--- src/rtl/dram_refresh_pkg.sv ---
package dram_refresh_pkg;
  typedef enum logic [1:0] {
    ST_IDLE    = 2'd0,
    ST_REQ     = 2'd1,
    ST_RAS_LOW = 2'd2,
    ST_PRECH   = 2'd3
  } rfsh_state_e;
endpackage

--- src/rtl/rfsh_interval_timer.sv ---
module rfsh_interval_timer #(
  parameter int INTERVAL = 15
) (
  input  logic clk,
  input  logic rst_n,
  input  logic tick_i,
  output logic expire_o
);
  localparam int TMR_W = (INTERVAL > 2) ? $clog2(INTERVAL) : 1;

  logic [TMR_W-1:0] cnt_q, cnt_d;

  always_comb begin
    cnt_d    = cnt_q;
    expire_o = 1'b0;
    if (tick_i) begin
      if (cnt_q == TMR_W'(INTERVAL - 1)) begin
        cnt_d    = '0;
        expire_o = 1'b1;
      end else begin
        cnt_d = cnt_q + 1'b1;
      end
    end
  end

  always_ff @(posedge clk or negedge rst_n) begin
    if (!rst_n) cnt_q <= '0;
    else if (tick_i) cnt_q <= cnt_d;
  end
endmodule

--- src/rtl/rfsh_debt_ledger.sv ---
module rfsh_debt_ledger #(
  parameter int MAX_OWED = 4,
  parameter int OWED_W   = 3
) (
  input  logic              clk,
  input  logic              rst_n,
  input  logic              expire_i,
  input  logic              done_i,
  output logic [OWED_W-1:0] owed_o,
  output logic              overdue_o,
  output logic              pending_o
);
  logic [OWED_W-1:0] owed_q, owed_d;
  logic              over_q, over_d;
  logic              at_cap;

  assign at_cap = (owed_q == OWED_W'(MAX_OWED));

  always_comb begin
    owed_d = owed_q;
    over_d = over_q;
    if (expire_i && !done_i) begin
      if (at_cap) over_d = 1'b1;
      else        owed_d = owed_q + 1'b1;
    end else if (done_i && !expire_i) begin
      owed_d = owed_q - 1'b1;
    end
  end

  always_ff @(posedge clk or negedge rst_n) begin
    if (!rst_n) begin
      owed_q <= '0;
      over_q <= 1'b0;
    end else begin
      owed_q <= owed_d;
      over_q <= over_d;
    end
  end

  assign owed_o    = owed_q;
  assign overdue_o = over_q;
  assign pending_o = (owed_q != '0);
endmodule

--- src/rtl/rfsh_cycle_seq.sv ---
module rfsh_cycle_seq
  import dram_refresh_pkg::*;
#(
  parameter int ROW_W       = 8,
  parameter int RAS_LOW_CYC = 4,
  parameter int RAS_PRE_CYC = 3
) (
  input  logic             clk,
  input  logic             rst_n,
  input  logic             pending_i,
  input  logic             gnt_i,
  input  logic             hidden_i,
  output logic             req_o,
  output logic             ras_n_o,
  output logic             cas_n_o,
  output logic [ROW_W-1:0] row_o,
  output logic             done_o
);
  localparam int LONGEST = (RAS_LOW_CYC > RAS_PRE_CYC) ? RAS_LOW_CYC : RAS_PRE_CYC;
  localparam int CNT_W   = (LONGEST > 1) ? $clog2(LONGEST) : 1;

  rfsh_state_e      st_q, st_d;
  logic [CNT_W-1:0] cnt_q, cnt_d;
  logic             hid_q, hid_d;
  logic [ROW_W-1:0] row_q, row_d;
  logic             ras_n_q, ras_n_d, cas_n_q, cas_n_d;
  logic             last_cnt;

  assign last_cnt = (cnt_q == '0);
  assign done_o   = (st_q == ST_PRECH) && last_cnt;
  assign req_o    = (st_q == ST_REQ);

  always_comb begin
    st_d  = st_q;
    cnt_d = cnt_q;
    hid_d = hid_q;
    row_d = row_q;
    unique case (st_q)
      ST_IDLE: if (pending_i) st_d = ST_REQ;
      ST_REQ: if (gnt_i) begin
        st_d  = ST_RAS_LOW;
        cnt_d = CNT_W'(RAS_LOW_CYC - 1);
        hid_d = hidden_i;
      end
      ST_RAS_LOW: begin
        if (last_cnt) begin
          st_d  = ST_PRECH;
          cnt_d = CNT_W'(RAS_PRE_CYC - 1);
        end else begin
          cnt_d = cnt_q - 1'b1;
        end
      end
      ST_PRECH: begin
        if (last_cnt) begin
          st_d  = ST_IDLE;
          row_d = row_q + 1'b1;
        end else begin
          cnt_d = cnt_q - 1'b1;
        end
      end
      default: st_d = ST_IDLE;
    endcase
    ras_n_d = (st_d != ST_RAS_LOW);
    cas_n_d = !(((st_d == ST_RAS_LOW) || (st_d == ST_PRECH)) && hid_d);
  end

  always_ff @(posedge clk or negedge rst_n) begin
    if (!rst_n) begin
      st_q    <= ST_IDLE;
      cnt_q   <= '0;
      hid_q   <= 1'b0;
      row_q   <= '0;
      ras_n_q <= 1'b1;
      cas_n_q <= 1'b1;
    end else begin
      st_q    <= st_d;
      cnt_q   <= cnt_d;
      hid_q   <= hid_d;
      row_q   <= row_d;
      ras_n_q <= ras_n_d;
      cas_n_q <= cas_n_d;
    end
  end

  assign ras_n_o = ras_n_q;
  assign cas_n_o = cas_n_q;
  assign row_o   = row_q;
endmodule

--- src/rtl/dram_refresh_sched.sv ---
module dram_refresh_sched #(
  parameter int TICK_KHZ     = 1000,
  parameter int RETENTION_US = 4000,
  parameter int ROW_W        = 8,
  parameter int ADDR_W       = 9,
  parameter int RAS_LOW_CYC  = 4,
  parameter int RAS_PRE_CYC  = 3,
  parameter int MAX_OWED     = 4,
  parameter int OWED_W       = $clog2(MAX_OWED + 1)
) (
  input  logic              clk,
  input  logic              rst_n,
  input  logic              tick_i,
  input  logic              gnt_i,
  input  logic              hidden_i,
  output logic              req_o,
  output logic              ras_n_o,
  output logic              cas_n_o,
  output logic [ADDR_W-1:0] addr_o,
  output logic              done_o,
  output logic [OWED_W-1:0] owed_o,
  output logic              overdue_o
);
  localparam int NUM_ROWS    = 1 << ROW_W;
  localparam int WINDOW_TICK = (TICK_KHZ * RETENTION_US) / 1000;
  localparam int INTERVAL    = WINDOW_TICK / NUM_ROWS;

  logic             expire;
  logic             pending;
  logic [ROW_W-1:0] row;

  rfsh_interval_timer #(.INTERVAL(INTERVAL)) u_timer (
    .clk(clk), .rst_n(rst_n), .tick_i(tick_i), .expire_o(expire)
  );

  rfsh_debt_ledger #(.MAX_OWED(MAX_OWED), .OWED_W(OWED_W)) u_ledger (
    .clk(clk), .rst_n(rst_n), .expire_i(expire), .done_i(done_o),
    .owed_o(owed_o), .overdue_o(overdue_o), .pending_o(pending)
  );

  rfsh_cycle_seq #(
    .ROW_W(ROW_W), .RAS_LOW_CYC(RAS_LOW_CYC), .RAS_PRE_CYC(RAS_PRE_CYC)
  ) u_seq (
    .clk(clk), .rst_n(rst_n), .pending_i(pending), .gnt_i(gnt_i),
    .hidden_i(hidden_i), .req_o(req_o), .ras_n_o(ras_n_o),
    .cas_n_o(cas_n_o), .row_o(row), .done_o(done_o)
  );

  assign addr_o = {{(ADDR_W - ROW_W){1'b0}}, row};
endmodule

--- config.mk ---
export PLATFORM = sky130hd
export DESIGN_NAME = dram_refresh_sched
export DESIGN_NICKNAME = d
export VERILOG_FILES = /design/src/rtl/dram_refresh_pkg.sv /design/src/rtl/rfsh_interval_timer.sv /design/src/rtl/rfsh_debt_ledger.sv /design/src/rtl/rfsh_cycle_seq.sv /design/src/rtl/dram_refresh_sched.sv
export SDC_FILE = /design/constraint.sdc
export NUM_CORES = 1
export LEC_CHECK = 0
export ABC_AREA = 1
export BUFFER_PORTS_ARGS = -buffer_cell sky130_fd_sc_hd__buf_4
export CORE_MARGIN = 3
export CORE_UTILIZATION = 45
export CTS_BUF_LIST = sky130_fd_sc_hd__clkbuf_8
export DETAILED_ROUTE_END_ITERATION = 12
export PLACE_DENSITY = 0.68
export SETUP_SLACK_MARGIN = 0.15
export SLEW_MARGIN = 0
export SYNTH_ARGS = -nofsm -noshare
export SYNTH_HDL_FRONTEND = slang
export SYNTH_SLANG_ARGS = --single-unit
--- constraint.sdc ---
create_clock -name clk -period 4.87 [get_ports clk]
set_input_delay 0.2435 -clock clk [delete_from_list [all_inputs] [get_ports clk]]
set_output_delay 0.2435 -clock clk [all_outputs]
set_load 0.01 [all_outputs]
# Word level (Yosys, flattened, before mapping)
# Cells that the tools add are included.
[word_totals]
mem_count = 0
mem_bits_ro = 0
regBits = 23
ramBits = 0
out_inout_bits = 17
latch_bits = 0
inputBits = 5
[classes]
muxes = 17
div_mod_pow = 0
multipliers = 0
magnitude_cmp = 0
n_addsub = 5
reduce_logical = 17
shift = 0
n_bitwise = 0
eq_ne = 11
[op_table]
columns = ["operator", "n"]
rows = [
  ["two-way mux 2 bit", 7],
  ["two-way mux 3 bit", 3],
  ["adder 8 x 1 -> 8 bit, second input constant", 1],
  ["equality test 2 bit, second input constant", 4],
  ["inequality test 2 bit, second input constant", 4],
  ["case mux 2 bit (4 select lines)", 1],
  ["case mux 2 bit (3 select lines)", 1],
  ["AND reduction 2 bit", 3],
  ["nonzero test 3 bit", 2],
  ["adder 4 x 1 -> 4 bit, second input constant", 1],
  ["equality test 4 bit, second input constant", 1],
  ["logical AND 1 bit", 4],
  ["zero test 2 bit", 2],
  ["two-way mux 1 bit", 4],
  ["two-way mux 4 bit", 1],
  ["adder 3 x 1 -> 3 bit, second input constant", 1],
  ["equality test 3 bit, second input constant", 1],
  ["zero test 1 bit", 3],
  ["AND reduction 3 bit", 1],
  ["subtractor 3 x 1 -> 3 bit, second input constant", 1],
  ["equality test 2 x 1 -> 1 bit, second input constant", 1],
  ["nonzero test 2 bit", 1],
  ["subtractor 2 x 1 -> 2 bit, second input constant", 1],
  ["logical OR 1 bit", 1],
]

# Logic depth before layout (Yosys ltp)
[depth]
word_depth = 7
depth_mapped = 12
depth_no_buf = 12

# Cells and area by module
# From an unflattened synthesis, not the netlist that was laid out.
[hier_totals]
cells_unflattened = 147
hier_area_um2 = 1280.0
[by_module_without_submodules]
columns = ["mod", "instances", "area_each_um2", "cells_each"]
rows = [
  ["rfsh_cycle_seq", 1, 798.3, 86],
  ["rfsh_debt_ledger", 1, 256.5, 33],
  ["rfsh_interval_timer", 1, 214.0, 26],
  ["dram_refresh_sched", 1, 11.3, 2],
]

# Worst setup path before layout
# OpenSTA, ideal clock, no wires.
[synth_path]
path_type = "reg2reg"
start = "register u_seq.cnt_q[0]"
end = "register u_ledger.owed_q[2] (netlist: u_ledger.owed_o[2])"
period_less_slack_ps = 1681
arrival_ps = 1565
stages_incl_launch_ff = 12
t_required_ps = 4753
n_path_buf = 0
setup_slack_ps = 3189
path_cell_list = "dfrtp_1 -> inv_1 -> ha_1 -> nand3_4 -> nand3_2 -> fa_1 -> inv_1 -> nand4_1 -> nand2_1 -> inv_1 -> nand3_1 -> nand2_1"
[synth_via]
elab_chain_len = 6
[synth_rtl]
columns = ["item", "line_no", "text"]
rows = [
  ["start: declaration", "rfsh_cycle_seq.sv:23", "logic [CNT_W-1:0] cnt_q, cnt_d;"],
  ["start signal: assignment", "rfsh_cycle_seq.sv:77", "cnt_q <= cnt_d;"],
  ["zero test 2 bit (*)", "rfsh_cycle_seq.sv:29", "assign last_cnt = (cnt_q == '0);"],
  ["logical AND 1 bit (*)", "rfsh_cycle_seq.sv:30", "assign done_o = (st_q == ST_PRECH) && last_cnt;"],
  ["zero test 1 bit", "rfsh_debt_ledger.sv:22", "if (expire_i && !done_i) begin"],
  ["logical AND 1 bit", "rfsh_debt_ledger.sv:22", ""],
  ["inequality test 2 bit (no line) or nonzero test 2 bit (tied branches)", "n/a", ""],
  ["AND reduction 2 bit (no line)", "n/a", ""],
  ["end signal: assignment", "rfsh_debt_ledger.sv:35", "owed_q <= owed_d;"],
  ["end: declaration", "rfsh_debt_ledger.sv:13", "logic [OWED_W-1:0] owed_q, owed_d;"],
]
# Mark *: on every way between the ends. The rest lies on a longest branch, timed or not.
# A chain may end at the register's enable or synchronous reset.

# Worst setup path in the final report
# Same ends and word-level chain as after synthesis.

==> impl_metrics.toml <==
[outcome]
status = "finished, final reports clean"

[global_routing]
grt_pass1_wl_um = 3550
antenna_found_initial = 0
grtUsageTotal_pct = 14.2
grt.overflow.total = 0
grt_max_degree = 24
grt_pass1_vias = 843

[yosys]
synth_cells = 117
synth_nets = 127
synth-seq-cells = 23
syn_area_mm2 = 0.00113
syn-mean-instance-area_um2 = 9.64
synth_cell_types = 28
yosys_warnings = 0
yosysSeqAreaShare_pct = 51.3

[detailed_routing]
drt_iter0_markers = 12
wire_per_inst_um = 11.5
ant_nets = 0
wl_um = 1940
vias_per_cell = 4.92
route.detailed.drc = 0
first_pass_iters = 4
vias = 832

[critical_path]
reg2reg_to = "u_ledger.owed_o[2]$_DFFE_PN0P_"
worstPathMaxFanout = 7
worstPathRequired_ns = 5.03
reg2regPathDepth = 11
crit_type = "reg -> reg"
crit_arrival_ns = 2.00
regToRegSetupSlack_ns = 3.04
critPathLaunchType = "register"
endpoint_kind = "register"
timing.rr.start = "u_seq.cnt_q[0]$_DFFE_PN0P_"

[timing]
slew_violations = 0
tns_ns = 0
min_period_ns = 1.83
hold_viol_final = 0
skew_ns = 0.00268
grt_setup_unrepaired = "no"
timing.fmax_mhz = 546
fin_crit_sh_pct = 37.6
setup_viol = 0
fin_ws_ns = 3.04

[final_layout]
layout_commonest_cell = "nand2_1"
drive_gt1_share_pct = 24.1
nets = 152
final_cells = 169
mostFrequentLayoutCells = "27 x nand2_1, 21 x dfrtp_1, 20 x buf_4, 17 x inv_1, 7 x nor2_1"
diodes = 0
fin_util_pct = 59.3
area_growth_pct = 20.8

[clock_network]
clock_latency_ns = 0.26
h-tree-depth = 1
cts-root-buf = "clkbuf_8"
cts_tree = "yes"
cts_buffer_depth = 2
numCtsBuffers = 3
clk_pin_slew_ns = 0.08
clkSinkCount = 23

[pwr]
switching_share_pct = 39.8
p_sw_uw = 313
p_clk_share_pct = 15.1
p_comb_share_pct = 40.5
peakVddDrop_v = 0.000299
power.internal_uw = 472
powerDensity_mw_per_mm2 = 577
p_seq_share_pct = 44.4
p_leak_uw = 0.000719

[die]
die_area_mm2 = 0.00314
coreArea_mm2 = 0.00230
rows = 17
die_w_um = 56.1
start_util_pct = 49.1
die_h_um = 56.1
num_io_pins = 22

[placement]
dp.cells = 164
dp_slack_ns = 3.04
place_hpwl_um = 1500
gp_congestion = 0.778
portBuffers = 20

[min_path]
whs_path_depth = 2
hold_path_end = "u_seq.hid_q$_DFF_PN0_"
hold_path_startpoint = "hidden_i"
hold_path_class = "in -> reg"

[flow_run]
max-cap-violations = 0
cells by family (layout without fill, tap and decap cells):
group / after synthesis / after routing / synth area share, %
AO/OA/AOI/OAI: 15 / 15 / 8.21
XOR/XNOR: 8 / 8 / 6.22
adder cells (fa/ha/maj): 5 / 5 / 6.22
buffers and inverters: 19 / 43 / 6.77
flip-flops: 23 / 23 / 51.3
multiplexers: 2 / 2 / 1.89
other: 1 / 1 / 0.333
AND/OR/NAND/NOR: 44 / 44 / 19.1
metrics by stage:
step                total power, µW  area (µm²)  hold slack (ns)
floorplan                       550        1130          -0.0521
global placement                664        1310            0.153
detailed placement              674        1310            0.156
CTS                             795        1360            0.222
global route                    860        1360            0.224
finish                          785        1360            0.224
Yosys cell counts:
library cell | instances | area share [%]
nor2_4 | 1 | 1.0
nand3_4 | 1 | 1.6
o21ai_0 | 5 | 2.2
a21oi_1 | 4 | 1.8
nand3_1 | 3 | 1.3
buf_4 | 1 | 0.67
o31ai_1 | 1 | 0.67
nor2_1 | 7 | 2.3
o311ai_0 | 1 | 0.78
nand3_2 | 2 | 1.8
dfrtp_1 | 21 | 47
o21ai_2 | 1 | 0.78
conb_1 | 1 | 0.33
inv_1 | 17 | 5.7
mux2i_1 | 1 | 0.89
xor2_1 | 5 | 3.9
a31oi_1 | 2 | 1.1
nand4_1 | 1 | 0.56
nand4_2 | 1 | 1.1
a41o_1 | 1 | 0.89
dfstp_2 | 2 | 4.7
nor3_1 | 1 | 0.44
nand2_1 | 27 | 9.0
mux2_2 | 1 | 1.0
clkinv_2 | 1 | 0.44
xnor2_1 | 3 | 2.3
fa_1 | 1 | 1.8
ha_1 | 4 | 4.4
worst max-delay path: stages (launching register included):
cell and delay, ns:
dfrtp_1 0.38, inv_1 0.09, ha_1 0.23, nand3_4 0.11, nand3_2 0.12, fa_1 0.40
inv_1 0.06, nand4_1 0.09, nand2_1 0.08, inv_1 0.05, nand3_1 0.06, nand2_1 0.06
state kept, by name, indices dropped and copies added, names as in the netlist:
| signal | flops |
|---|---|
| u_seq.st_q | 2 |
| u_seq.ras_n_o | 1 |
| u_timer.cnt_q | 4 |
| u_seq.cas_n_o | 1 |
| u_seq.row_o | 8 |
| u_ledger.overdue_o | 1 |
| u_seq.hid_q | 1 |
| u_ledger.owed_o | 3 |
| u_seq.cnt_q | 2 |
worst max path at each step:
stage,from,end,cells after the start
3_3_place_gp,u_seq.cnt_q[0]$_DFFE_PN0P_,u_ledger.owed_o[2]$_DFFE_PN0P_,11
2_1_floorplan,u_seq.cnt_q[0]$_DFFE_PN0P_,u_ledger.owed_o[2]$_DFFE_PN0P_,11
4_1_cts,u_seq.cnt_q[0]$_DFFE_PN0P_,u_ledger.owed_o[2]$_DFFE_PN0P_,11
3_5_place_dp,u_seq.cnt_q[0]$_DFFE_PN0P_,u_ledger.owed_o[2]$_DFFE_PN0P_,11
6_report,u_seq.cnt_q[0]$_DFFE_PN0P_,u_ledger.owed_o[2]$_DFFE_PN0P_,11
5_1_grt,u_seq.cnt_q[0]$_DFFE_PN0P_,u_ledger.owed_o[2]$_DFFE_PN0P_,11
power groups by stage:
stage          Clock (µW)  Sequential, µW  Combinational [µW]
2_1_floorplan           0             354                 197
3_3_place_gp            0             347                 316
3_5_place_dp            0             352                 322
4_1_cts               122             349                 324
5_1_grt               131             362                 368
6_report              119             348                 318
routing by layer:
metal / vias up / wire length (µm) / part of all wire (%) / global-route usage, %
li1: 417 / - / - / -
met1: 394 / 875 / 45 / 16.4
met2: 19 / 959 / 49 / 24.9
met3: 2 / 77 / 4.0 / 3.02
met4: 0 / 26 / 1.3 / 6.44
met5: - / 0 / 0 / 0
final cells by class:
cell class	count	area [µm²]
Fill cell	200	936
Sequential cell	23	578
Multi-Input combinational cell	75	473
Timing Repair Buffer	21	160
Inverter	18	68.8
Clock buffer	3	41.3
Tap cell	28	35.0
Clock inverter	1	5.00
what timing repair did:
action,4_1_cts,5_1_grt
setup buffers,0,0
resized for setup,0,0
hold buffers,1,0
hold endpoints to repair,21,0
setup endpoints to repair,0,0
No activity file was read; power rests on OpenSTA's default activity.
